## src/rtl/rdx_pkg.sv

```systemverilog
package rdx_pkg;
  typedef enum logic {
    SEL_HIGH = 1'b0,
    SEL_LOW  = 1'b1
  } byte_sel_e;
endpackage

```

## src/rtl/rdx_access_detect.sv

```systemverilog
module rdx_access_detect (
  input  logic clk,
  input  logic rst_n,
  input  logic cs_n,
  input  logic rd_n,
  output logic act,
  output logic start_evt,
  output logic done_evt
);
  logic act_q;

  assign act       = ~cs_n & ~rd_n;
  assign start_evt = act & ~act_q;
  assign done_evt  = ~act & act_q;

  always_ff @(posedge clk or negedge rst_n) begin
    if (!rst_n) act_q <= 1'b0;
    else        act_q <= act;
  end
endmodule

```

## src/rtl/rdx_byte_pointer.sv

```systemverilog
module rdx_byte_pointer
  import rdx_pkg::*;
(
  input  logic      clk,
  input  logic      rst_n,
  input  logic      res_valid,
  input  logic      start_evt,
  input  logic      done_evt,
  output byte_sel_e sel,
  output logic      fresh
);
  byte_sel_e sel_q;
  logic      fresh_q;

  // fresh: a word arrived after the current read began; its end must not flip
  always_ff @(posedge clk or negedge rst_n) begin
    if (!rst_n) begin
      sel_q   <= SEL_HIGH;
      fresh_q <= 1'b0;
    end else begin
      if (res_valid)                sel_q <= SEL_HIGH;
      else if (done_evt && !fresh_q) sel_q <= (sel_q == SEL_HIGH) ? SEL_LOW : SEL_HIGH;
      if (start_evt)      fresh_q <= 1'b0;
      else if (res_valid) fresh_q <= 1'b1;
    end
  end

  assign sel   = sel_q;
  assign fresh = fresh_q;
endmodule

```

## src/rtl/rdx_byte_hold.sv

```systemverilog
module rdx_byte_hold
  import rdx_pkg::*;
#(
  parameter int MAG_W = 12,
  parameter int BUS_W = 8
) (
  input  logic             clk,
  input  logic             rst_n,
  input  logic [MAG_W:0]   res_word,
  input  logic             res_valid,
  input  logic             start_evt,
  input  logic             act,
  input  byte_sel_e        sel,
  output logic [BUS_W-1:0] bus_q,
  output logic             bus_oe
);
  localparam int WORD_W = MAG_W + 1;
  localparam int HI_W   = MAG_W - BUS_W;

  function automatic logic [BUS_W-1:0] upper_byte(input logic [WORD_W-1:0] w);
    logic [BUS_W-1:0] b;
    for (int i = 0; i < BUS_W; i++) begin
      if (i < HI_W) b[i] = w[BUS_W + i];
      else          b[i] = w[MAG_W];
    end
    return b;
  endfunction

  function automatic logic [BUS_W-1:0] lower_byte(input logic [WORD_W-1:0] w);
    return w[BUS_W-1:0];
  endfunction

  logic [WORD_W-1:0] res_q;
  logic [WORD_W-1:0] cap_word;
  byte_sel_e         cap_sel;
  logic [BUS_W-1:0]  hold_q;
  logic              oe_q;

  assign cap_word = res_valid ? res_word : res_q;
  assign cap_sel  = res_valid ? SEL_HIGH : sel;

  always_ff @(posedge clk or negedge rst_n) begin
    if (!rst_n) begin
      res_q  <= '0;
      hold_q <= '0;
      oe_q   <= 1'b0;
    end else begin
      if (res_valid) res_q <= res_word;
      if (start_evt)
        hold_q <= (cap_sel == SEL_HIGH) ? upper_byte(cap_word) : lower_byte(cap_word);
      oe_q <= act;
    end
  end

  assign bus_q  = oe_q ? hold_q : '0;
  assign bus_oe = oe_q;
endmodule

```

## src/rtl/rdx_two_read_mux.sv

```systemverilog
module rdx_two_read_mux
  import rdx_pkg::*;
#(
  parameter int MAG_W = 12,
  parameter int BUS_W = 8
) (
  input  logic             clk,
  input  logic             rst_n,
  input  logic [MAG_W:0]   res_word,
  input  logic             res_valid,
  input  logic             cs_n,
  input  logic             rd_n,
  output logic [BUS_W-1:0] bus_q,
  output logic             bus_oe
);
  logic      act;
  logic      start_evt;
  logic      done_evt;
  logic      fresh;
  byte_sel_e sel;
  logic      ptr_low;

  rdx_access_detect i_detect (
    .clk(clk), .rst_n(rst_n), .cs_n(cs_n), .rd_n(rd_n),
    .act(act), .start_evt(start_evt), .done_evt(done_evt)
  );

  rdx_byte_pointer i_ptr (
    .clk(clk), .rst_n(rst_n), .res_valid(res_valid),
    .start_evt(start_evt), .done_evt(done_evt), .sel(sel), .fresh(fresh)
  );

  rdx_byte_hold #(.MAG_W(MAG_W), .BUS_W(BUS_W)) i_hold (
    .clk(clk), .rst_n(rst_n), .res_word(res_word), .res_valid(res_valid),
    .start_evt(start_evt), .act(act), .sel(sel), .bus_q(bus_q), .bus_oe(bus_oe)
  );

  assign ptr_low = (sel == SEL_LOW);
endmodule

```

## config.mk

```make
export PLATFORM = sky130hd
export DESIGN_NAME = rdx_two_read_mux
export DESIGN_NICKNAME = d
export VERILOG_FILES = /design/src/rtl/rdx_pkg.sv /design/src/rtl/rdx_access_detect.sv /design/src/rtl/rdx_byte_pointer.sv /design/src/rtl/rdx_byte_hold.sv /design/src/rtl/rdx_two_read_mux.sv
export SDC_FILE = /design/constraint.sdc
export NUM_CORES = 1
export LEC_CHECK = 0
export BUFFER_PORTS_ARGS = -buffer_cell sky130_fd_sc_hd__buf_4
export CORE_UTILIZATION = 30
export CTS_CLUSTER_SIZE = 8
export DETAILED_ROUTE_END_ITERATION = 10
export PLACE_DENSITY_LB_ADDON = 0.1
export SLEW_MARGIN = 20
export SYNTH_ARGS = -nofsm -noshare
export SYNTH_HDL_FRONTEND = slang
export SYNTH_SLANG_ARGS = --single-unit
```

## constraint.sdc

```tcl
create_clock -name clk -period 2.8 [get_ports clk]
set_clock_uncertainty 0.05 [all_clocks]
set_input_delay 0.28 -clock clk [delete_from_list [all_inputs] [get_ports clk]]
set_output_delay 0.28 -clock clk [all_outputs]
set_load 0.005 [all_outputs]
```

==> results.md <==
* Netlist cell types at 17
* Fmax at 638 MHz
* Lkg Pwr at 0.000577 uW
* Number of max-cap violations at 0
* Avg Cell Area, Syn at 11.5 um2
* Routed len/inst at 12.6 um
* Worst Setup SP: i_hold.bus_oe
* PD cells at between 500 and 600 nW/um2
* Synth Area in Compound Gates at 10.6%
* CTS buffer count at 3
* Top cell type's share of synthesized area at 56.7%
* Slowest-stage cell, CP: dfrtp_1
* Nets at 137
* Slew Viols, Final at 0
* DRT iter0 DRCs at 4
* GR Overflow Total at 0
* Cell area after synthesis at 1060 um2
* Multiplexer share of the synthesized area at 12.8%
* Final setup viols at 0
* Largest net degree at the start of global routing at 25
* Clk_lat worst skew at 0.31 ns
* Mapped Nets at 110
* CTS tree: built
* Synthesized flop and latch total at 24
* Final setup TNS at 0 ns
* Diodes inserted at 0
* Post-Synthesis Cells at just over 90
* First-pass GRT wire length at between 3000 and 4000 um
* Levels on crit path at 2
* Max clock buf depth at 2
* Crit path buf inv count at 1
* Delay-heaviest family, CP: flip-flops
* Vias in the first global route at about 710
* Largest stage delay on the critical path at 0.60 ns
* Kind of critical path: register to output port
* Sw power at between 150 and 200 uW
* CTS resizes at 0
* Via count at 726
* WHS at 0.108 ns
* Core area at 3360 um2
* Relative slew margins at between 40 and 50%
* Dpl hpwl at 1470 um
* Reg power frac at 61.0%
* Layout area overhead at 22.9%
* Largest family of logic cells by synthesized area: simple AND/OR/NAND/NOR gates
* Final period util at between 50% and 60%
* Worst-margin pin slew at roughly 0.81 ns
* Initial antenna violation count at 0
* Yosys synthesis warning count at 0
* Simple-gate share of the synthesized area at 15.8%
* Reg2Reg Depth at 3
* Site row count at 21
* Period minus WS final at 1.57 ns
* Overall routed net length at between 2000 and 2500 um
* Drt via density at 4.45
* Initial core utilization at a little under a third
* Die H at 61.4 um
* Final hold violations at 0
* Reg clk slew, reported paths at 0.12 ns
* Worst Hold Depth at 2
* Die area at 3770 um2
* Seq/Total Area, Yosys at 56.7%
* Hold Crit Start: cs_n
* CTS Sinks at 24
* Hold crit path type: primary input to register
* RSZ-0062 raised after global routing: no
* Max FO, Critical Path at 12
* CP Launch Type: register
* Crit path cell chain: and2_1, buf_4
* Post-synthesis adder-cell area fraction at 0%
* Synth Area in XOR/XNOR at 0%
* Die X at 61.4 um
* DRC violations left at 0
* Worst r2r src: i_hold.bus_oe
* Post-route ant nets at 0
* Main area contributors after synthesis: dfrtp_1, mux2_2, and2_1
* Comb power frac at 16.8%
* GPL Wtd Cong at 0.682
* Crit end category: output port
* PortBufs at 26
* CP arrival at approximately 1.2 ns
* VDD IR max at 0.254 mV
* Io pins at 27
* Layout cells sized above 1 at 39.3%
* Crit path required time at roughly 2.5 ns
* Final core occ at ~39%
* Switching Fraction at about 25%
* Internal power at about 500 uW
* Clk network pwr share at 22.3%
* Htree depth at 1
* Status: finished clean
* Clk root buf: clkbuf_4
* Yosys top cell by area: dfrtp_1
* Total track usage at 13.0%
* DRT Pass-1 Iters at 4
==> power groups by stage <==
stage | Clock, uW | Sequential, uW | Combinational [uW]
4_1_cts | 159 | 411 | 116
2_1_floorplan | 0 | 410 | 70.1
3_3_place_gp | 0 | 417 | 112
5_1_grt | 173 | 417 | 128
6_report | 150 | 410 | 113
3_5_place_dp | 0 | 418 | 115
==> cells in the mapped netlist (all sizes together) <==
master  number
mux2        12
nor3         1
dfrtp       24
and2         8
o21ai        9
nor2b        1
nor2        11
or3          2
nand2        6
o21a         1
a21oi        9
nand2b       3
buf          5
==> metrics by stage <==
stage	worst slack (ns)	power, uW	instance area, um2	instances
after detailed placement	1.24	533	1270	159
after global placement	1.26	529	1270	159
final	1.23	672	1300	163
after floorplan	1.57	480	1060	92
after CTS	1.20	686	1300	163
after global routing	1.14	717	1300	163
==> worst paths after layout <==
check                      slack (ns)               end
min reg2reg                      0.44  i_hold.res_q[12]
max                              1.23          bus_q[5]
max reg2reg                      1.25  i_hold.hold_q[5]
min in group asynchronous        0.34   i_hold.res_q[3]
min                              0.11     i_hold.bus_oe
max in group asynchronous        2.12   i_hold.res_q[6]
==> registers in the layout (all words and copies together) (netlist names) <==
| register | count |
|---|---|
| i_hold.res_q | 13 |
| i_hold.hold_q | 8 |
| i_ptr.sel | 1 |
| i_hold.bus_oe | 1 |
| i_ptr.fresh | 1 |
==> cell families (layout without fill, tap and decap cells) <==
kind of cell / Yosys count / count (layout)
and+or+nand+nor: 32 / 32
DFF: 24 / 24
AOI/OAI and AO/OA: 19 / 19
muxes: 12 / 12
buffers and inverters: 5 / 30
==> layout by cell type (no fill, tap or decap), drive strengths merged <==
| master | count |
|---|---|
| buf | 26 |
| dfrtp | 24 |
| mux2 | 12 |
| nor2 | 11 |
| o21ai | 9 |
| a21oi | 9 |
| and2 | 8 |
| nand2 | 6 |
| nand2b | 3 |
| clkbuf | 3 |
| or3 | 2 |
| nor2b | 1 |
| nor3 | 1 |
| o21a | 1 |
| dlygate4sd3 | 1 |
==> layout make-up <==
class / count / area, um2
fill: 363 / 2060
sequential: 24 / 601
multi-input combinational: 63 / 415
tap: 46 / 57.6
timing repair buffer: 27 / 205
clock buffer: 3 / 22.5
==> worst reg2reg max path: stages, from the launching register on <==
cell and delay (ns):
dfrtp_1 0.54, or3_1 0.61, a21oi_2 0.17, a21oi_1 0.08
==> per-layer routing <==
metal  GRT usage, %  routed length (um)  vias to the layer above
met3           1.89                  74                        2
met2           20.2                1000                       13
met4           6.67                  19                        0
met5              0                   0                        -
li1               -                   -                      360
met1           17.9                 959                      351
==> what timing repair did <==
action	in CTS	in global routing
hold buffers	1	0
setup buffers	0	0
hold endpoints to repair	24	0
Power figures use the tool's default switching activity.
